**config.mk**
```make
export PLATFORM = sky130hd
export DESIGN_NAME = nib_accum_alu
export DESIGN_NICKNAME = d
export VERILOG_FILES = /design/src/rtl/nib_accum_alu.sv
export SDC_FILE = /design/constraint.sdc
export NUM_CORES = 1
export LEC_CHECK = 0
export BUFFER_PORTS_ARGS = -buffer_cell sky130_fd_sc_hd__clkbuf_2
export CAP_MARGIN = 20
export CORE_AREA = 2 2 56 58
export CTS_CLUSTER_SIZE = 12
export DETAILED_ROUTE_END_ITERATION = 8
export DIE_AREA = 0 0 58 60
export PLACE_DENSITY_LB_ADDON = 0.05
export SETUP_SLACK_MARGIN = 0.3
export SKIP_LAST_GASP = 1
export SYNTH_ARGS = -nofsm -noshare
export SYNTH_HDL_FRONTEND = slang
export SYNTH_SLANG_ARGS = --single-unit
```
**constraint.sdc**
```tcl
create_clock -name clk -period 3.7 [get_ports clk]
set_input_delay 0.37 -clock clk [delete_from_list [all_inputs] [get_ports clk]]
set_output_delay 0.37 -clock clk [all_outputs]
set_load 0.02 [all_outputs]
```
**src/rtl/nib_accum_alu.sv**
```systemverilog
module nib_accum_alu #(
  parameter int W = 4,
  parameter int OPW = 5
) (
  input  logic           clk,
  input  logic           rst_n,
  input  logic           op_valid,
  input  logic [OPW-1:0] op_code,
  input  logic [W-1:0]   operand,
  output logic [W-1:0]   acc_o,
  output logic           carry_o,
  output logic           acc_zero_o
);

  localparam logic [OPW-1:0] OP_LOAD = 5'h01;
  localparam logic [OPW-1:0] OP_ADD  = 5'h02;
  localparam logic [OPW-1:0] OP_SUBR = 5'h03;
  localparam logic [OPW-1:0] OP_SUBM = 5'h04;
  localparam logic [OPW-1:0] OP_INC  = 5'h05;
  localparam logic [OPW-1:0] OP_DEC  = 5'h06;
  localparam logic [OPW-1:0] OP_DADJ = 5'h07;
  localparam logic [OPW-1:0] OP_ROTL = 5'h08;
  localparam logic [OPW-1:0] OP_ROTR = 5'h09;
  localparam logic [OPW-1:0] OP_INVA = 5'h0A;
  localparam logic [OPW-1:0] OP_INVC = 5'h0B;
  localparam logic [OPW-1:0] OP_ZERO = 5'h0C;
  localparam logic [OPW-1:0] OP_CLRC = 5'h0D;
  localparam logic [OPW-1:0] OP_SETC = 5'h0E;
  localparam logic [OPW-1:0] OP_MOVC = 5'h0F;
  localparam logic [OPW-1:0] OP_MOVD = 5'h10;

  localparam logic [W:0] MODV  = W'(0) + (1 << W);
  localparam logic [W-1:0] ALL1 = '1;
  localparam logic [W-1:0] DEC_LIM = 4'd10;
  localparam logic [W-1:0] DEC_ADJ = 4'd6;
  localparam logic [W-1:0] DEC_BASE = 4'd9;

  logic [W-1:0] acc_q, acc_d;
  logic         cy_q, cy_d;

  logic [W:0] cy_ext;
  assign cy_ext = {{W{1'b0}}, cy_q};

  logic [W:0] sum_add, sum_subr, sum_subm, sum_adj;
  assign sum_add  = {1'b0, acc_q} + {1'b0, operand} + cy_ext;
  assign sum_subr = {1'b0, acc_q} + {1'b0, ~operand} + cy_ext;
  assign sum_subm = {1'b0, acc_q} + MODV - {1'b0, operand} - cy_ext;
  assign sum_adj  = {1'b0, acc_q} + {1'b0, DEC_ADJ};

  logic [W-1:0] inc_v, dec_v;
  assign inc_v = acc_q + 1'b1;
  assign dec_v = acc_q - 1'b1;

  logic adj_go;
  assign adj_go = (acc_q >= DEC_LIM) || cy_q;

  always_comb begin
    acc_d = acc_q;
    cy_d  = cy_q;
    unique case (op_code)
      OP_LOAD: acc_d = operand;
      OP_ADD:  {cy_d, acc_d} = sum_add;
      OP_SUBR: {cy_d, acc_d} = sum_subr;
      OP_SUBM: {cy_d, acc_d} = sum_subm;
      OP_INC: begin
        acc_d = inc_v;
        cy_d  = (inc_v == '0);
      end
      OP_DEC: begin
        acc_d = dec_v;
        cy_d  = (dec_v != ALL1);
      end
      OP_DADJ: begin
        if (adj_go) begin
          acc_d = sum_adj[W-1:0];
          if (sum_adj[W]) cy_d = 1'b1;
        end
      end
      OP_ROTL: begin
        acc_d = {acc_q[W-2:0], cy_q};
        cy_d  = acc_q[W-1];
      end
      OP_ROTR: begin
        acc_d = {cy_q, acc_q[W-1:1]};
        cy_d  = acc_q[0];
      end
      OP_INVA: acc_d = acc_q ^ ALL1;
      OP_INVC: cy_d = ~cy_q;
      OP_ZERO: begin
        acc_d = '0;
        cy_d  = 1'b0;
      end
      OP_CLRC: cy_d = 1'b0;
      OP_SETC: cy_d = 1'b1;
      OP_MOVC: begin
        acc_d = {{(W-1){1'b0}}, cy_q};
        cy_d  = 1'b0;
      end
      OP_MOVD: begin
        acc_d = DEC_BASE + {{(W-1){1'b0}}, cy_q};
        cy_d  = 1'b0;
      end
      default: ;
    endcase
  end

  always_ff @(posedge clk) begin
    if (!rst_n) begin
      acc_q <= '0;
      cy_q  <= 1'b0;
    end else if (op_valid) begin
      acc_q <= acc_d;
      cy_q  <= cy_d;
    end
  end

  assign acc_o      = acc_q;
  assign carry_o    = cy_q;
  assign acc_zero_o = ~|acc_q;

endmodule

```
### Yosys cells after proc, flatten, opt, wreduce, memory -nomap -nowiden

Cells that the tools add are included.

* register bits after elaboration: 5
* word-level logic and storage cells: 50

* add/sub/neg operators: 11
* order comparisons: 1
* equality and inequality tests: 19
* multiplexer cells: 5
* bitwise logic cells: 3
* reduce and logical (&&, ||, !) cells: 9

Operators with widths (number)
* one-hot mux 4 bit (13 select lines): 1
* == test 5 x 4 -> 1 bit, second input constant: 8
* == test 5 x 3 -> 1 bit, second input constant: 4
* nonzero test 13 bit: 1
* one-hot mux 1 bit (11 select lines): 1
* nonzero test 11 bit: 1
* adder 4 x 4 -> 5 bit: 2
* adder 5 x 1 -> 5 bit: 2
* == test 5 x 2 -> 1 bit, second input constant: 2
* NOT 4 bit: 2
* OR reduction 4 bit: 2
* adder 4 x 3 -> 5 bit, second input constant: 1
* adder 4 x 5 -> 5 bit, second input constant: 1
* == test 5 x 1 -> 1 bit, second input constant: 1
* == test 5 bit, second input constant: 1
* subtractor 5 x 1 -> 5 bit: 1
* subtractor 5 x 4 -> 5 bit: 1
* adder 4 x 1 -> 4 bit, first input constant: 1
* adder 4 x 1 -> 4 bit, second input constant: 1
* >= comparator 4 bit, second input constant: 1
* zero test 4 bit: 1
* two-way mux 4 bit: 1
* inequality test 2 bit, second input constant: 2
* inequality test 4 bit, second input constant: 1
* other kinds (7): 8

### Longest topological paths before layout

* word-level depth: 4
* mapped depth: 12

### Least setup slack after synthesis

OpenSTA, ideal clock, no wires.

* path type: reg2reg
* from: reg acc_q[0], in the netlist acc_o[0]
* to: reg acc_q[1], in the netlist acc_o[1]
* setup time: 0.126 ns
* data arrival time: 2.713 ns
* setup slack: 0.861 ns
* stages on the path, launching flop included: 12
* buffers on the path: 0
* path through: dfxtp_1 inv_1 fa_1 ha_1 nor2_1 fa_1 inv_1 a22o_1 a21oi_1 nand4_1 o2111ai_1 o31ai_1

* word-level cells in the longest chain between the ends: 4

Ends and longest elaborated chain
* start, declared: line 38 `logic [W-1:0] acc_q, acc_d;`
* start signal, assigned: line 109 `acc_q <= '0;`
* start signal, assigned: line 112 `acc_q <= acc_d;`
* adder 4 x 5 -> 5 bit / >= comparator 4 bit (equally long branches): line 47, 55
* subtractor 5 x 4 -> 5 bit / logical OR 1 bit (equally long branches): line 47, 55
* subtractor 5 x 1 -> 5 bit / inequality test 2 bit (equally long branches)
* one-hot mux 4 bit (13 select lines) / AND reduction 3 bit (equally long branches)

Parallel ways exist; a longest one is shown, timed or not. The select of a mux whose other input is x is not followed.
A chain may end at the register's enable or synchronous reset.

### Worst setup path after layout

Ends and elaborated chain as after synthesis.

==> flow_metrics.tcl <==
set metrics [dict create \
    status "complete, no violations" \
    multi_input_area_sq_um 1384 \
    yosys.area_share.simple_pct 23.25 \
    clkTransAtPathRegs_ns 0.05 \
    antenna_found_initial 0 \
    placed_cell_area_sq_um 1685 \
    clock_sinks 5 \
    power.density_nw_per_um2 195.9 \
    layout-drive-gt1-share_pct 18.22 \
    dpl.hpwl_mm 3.353 \
    netlist_area_sq_um 1658 \
    clk_path_buf_depth 2 \
    dieWidth_microns 58 \
    setup_viol_count_final 0 \
    crit_type "reg -> reg" \
    core_area_sq_um 2903 \
    wl_per_cell_microns 17.60 \
    gp_congestion 0.8910 \
    yosysTopAreaCellShare_pct 14.34 \
    synth-compound-area-share_pct 30.19 \
    vias 1611 \
    area_delta_synth_final_pct 3.245 \
    cts_resized 0 \
    ys_ff_latch 5 \
    seq_area_sq_um 100.1 \
    timing.critical_path.buf_inv 2 \
    ys_seq_area_share_pct 6.038 \
    cts_tree "yes" \
    cap_violations 0 \
    finalMaxSlewViolations 0 \
    die_h_microns 60 \
    insertion_delay_ns 0.25 \
    portBuffers 17 \
    rows 20 \
    yosysWarnings 0 \
    critPathCaptureType "flop" \
    synth_area_leader_cell "ha_1" \
    ys_types 65 \
    synth_fa_ha_area_share_pct 21.58 \
    stdcell_area_sq_um 1712 \
    syn_avg_cell_area_sq_um 8.048 \
    critical_path.slowest_cell "fa_1" \
    fillerInstances 291 \
    path_cells "inv_1 -> fa_1 -> ha_1 -> nor2_1 -> fa_1 -> inv_1 -> a22o_1 -> a21oi_1 -> nand4_1 -> o2111ai_1 -> o31ai_1" \
    setup_tns_ns 0 \
    muxShareOfSynthArea_pct 3.698 \
    synthXorXnorAreaFrac_pct 4.755 \
    dr.first_iter.drc_count 137 \
    ys_top_cells_by_area "ha_1 (14%), fa_1 (7.2%), dfxtp_1 (6.0%)" \
    final_nets 252 \
    ios 18 \
    min_path_type "in -> reg" \
    max_freq_mhz 335.9 \
    die-area_sq_um 3480 \
    grt_pass1_wl_mm 7.182 \
    cts_root_buffer "clkbuf_4" \
    drc 0 \
    slowest_delay_ns 0.61 \
    synth_flop_cell "dfxtp_1" \
    critical_path.startpoint_type "flop" \
    postCtsSetupBuffers 0 \
    relSlewSlack_pct 57.08 \
    syn_inst 206 \
    skew_ns 0.002960 \
    cts_htree_levels 1 \
    async_flop_share_pct 0 \
    worst_slew_pin_slew_ns 0.6437 \
    start_util_pct 57.11 \
    synthesis.nets 243 \
    ant_nets 0 \
    drt_wl_total_mm 4.346 \
    synth_top_family_by_area "compound AO/OA/AOI/OAI gates" \
    crit_fanout 10 \
    antenna_cells 0 \
    reg2reg_slack_ns 0.72 \
    hold_buffers 0 \
    fin_hold_ws_ns 0.3920 \
    fin_crit_ns 2.977 \
    leakage_nw 0.7110 \
    period_share_pct 80.47 \
    grtUsageTotal_pct 26.74 \
    critical_path_arrival_ns 3.11 \
    grt_max_degree 27 \
    first_pass_iters 4 \
    cts_buffers 3 \
    synth_edf_count 0 \
    hold_violations 0 \
    required_ns 3.83 \
    rsz0062_at_grt "false" \
    peakVddDrop_mv 0.1277 \
    grt_overflow 0 \
    grt_pass1_vias 1448 \
    crit_family "adder cells" \
    viasPerCell 6.522 \
]
==> worst reg2reg max path, delay by kind of cell (launching register included) <==
| kind | cells | cell delay [ns] |
|---|---|---|
| adders and majority gates | 3 | 1.26 |
| AOI/OAI and AO/OA | 4 | 0.61 |
| DFF | 1 | 0.54 |
| buffers and inverters | 2 | 0.27 |
| and+or+nand+nor | 2 | 0.17 |
==> where the power goes <==
part / internal, W / total (W) / switching, W
Combinational: 0.0000791 / 0.000199 / 0.000120
Sequential: 0.0000578 / 0.0000686 / 0.0000108
Clock: 0.0000410 / 0.0000676 / 0.0000266
Total: 0.000178 / 0.000335 / 0.000157
==> synth_stat cells, drive strengths merged (3+ instances only) <==
cell / instances
a21oi: 13
buf: 12
dfxtp: 5
fa: 6
ha: 19
inv: 18
mux2i: 5
nand2: 16
nand2b: 3
nand3: 4
nand3b: 3
nand4: 3
nor2: 12
nor3: 6
nor3b: 3
nor4: 4
o2111ai: 5
o21ai: 12
o21bai: 3
o22ai: 4
o32ai: 3
xnor2: 5
xor2: 4
==> registers in the layout (all words and copies together), names as in the netlist <==
| register | cells |
|---|---|
| carry_o | 1 |
| acc_o | 4 |
==> cells in the final DEF (no fill, tap or decap), types with 2 or more instances in the layout <==
cell type,count
fa_1,6
xnor2_1,5
clkbuf_2,17
xor2_1,4
o22a_1,2
nand3b_1,3
o2111ai_1,5
nor2_1,11
or3_1,2
o21ai_1,2
nand2b_1,3
nand3_1,3
a22o_1,2
nor4_1,3
nor3_1,6
o21ai_0,9
o21ba_2,2
o21bai_1,3
nand2_1,16
and3_1,2
o31ai_1,2
o32ai_1,3
nand4_1,2
ha_1,19
mux2i_1,5
clkbuf_4,3
dfxtp_1,5
inv_1,17
a21oi_1,13
o22ai_1,4
==> path summary, 6_finish.rpt <==
check                             start                     to  cells past startpoint
hold / removal                    rst_n  acc_o[2]$_SDFFE_PN0P_                      2
setup / recovery  acc_o[0]$_SDFFE_PN0P_  acc_o[1]$_SDFFE_PN0P_                     11
hold reg to reg   acc_o[0]$_SDFFE_PN0P_  acc_o[0]$_SDFFE_PN0P_                      2
setup reg to reg  acc_o[0]$_SDFFE_PN0P_  acc_o[1]$_SDFFE_PN0P_                     11
==> cell families (layout without fill, tap and decap cells) <==
kind of cell | Yosys count | after routing
compound gates | 66 | 66
xor+xnor | 9 | 9
fa+ha+maj | 25 | 25
buf+inv | 32 | 40
flops | 5 | 5
mux | 6 | 6
simple gates | 63 | 63
==> metal layers <==
metal | share of wire, % | global-route usage [%] | wire, microns
met1 | 43 | 37.06 | 1876
met2 | 48 | 44.32 | 2095
met4 | 1.5 | 6.312 | 65
met3 | 7.1 | 3.247 | 309
met5 | 0 | 0 | 0
==> layout make-up <==
class / instances / share of cell area [%]
Multi-Input combinational cell: 169 / 80.85
Clock buffer: 4 / 1.535
Sequential cell: 5 / 5.848
Tap cell: 33 / 2.412
Inverter: 18 / 3.947
Timing Repair Buffer: 18 / 5.409
==> per-stage QoR <==
| stage | setup WS, ns | total power [W] | std cells | utilization [%] |
|---|---|---|---|---|
| global placement | 0.8429 | 0.0002642 | 243 | 58.06 |
| floorplan | 0.8613 | 0.0002245 | 206 | - |
| global route | 0.4949 | 0.0003613 | 247 | 58.97 |
| finish | 0.7226 | 0.0003352 | 247 | 58.97 |
| detailed placement | 0.7549 | 0.0002663 | 243 | 58.06 |
| CTS | 0.7352 | 0.0003365 | 247 | 58.97 |
Note: power is estimated with default switching activity, not from simulation.
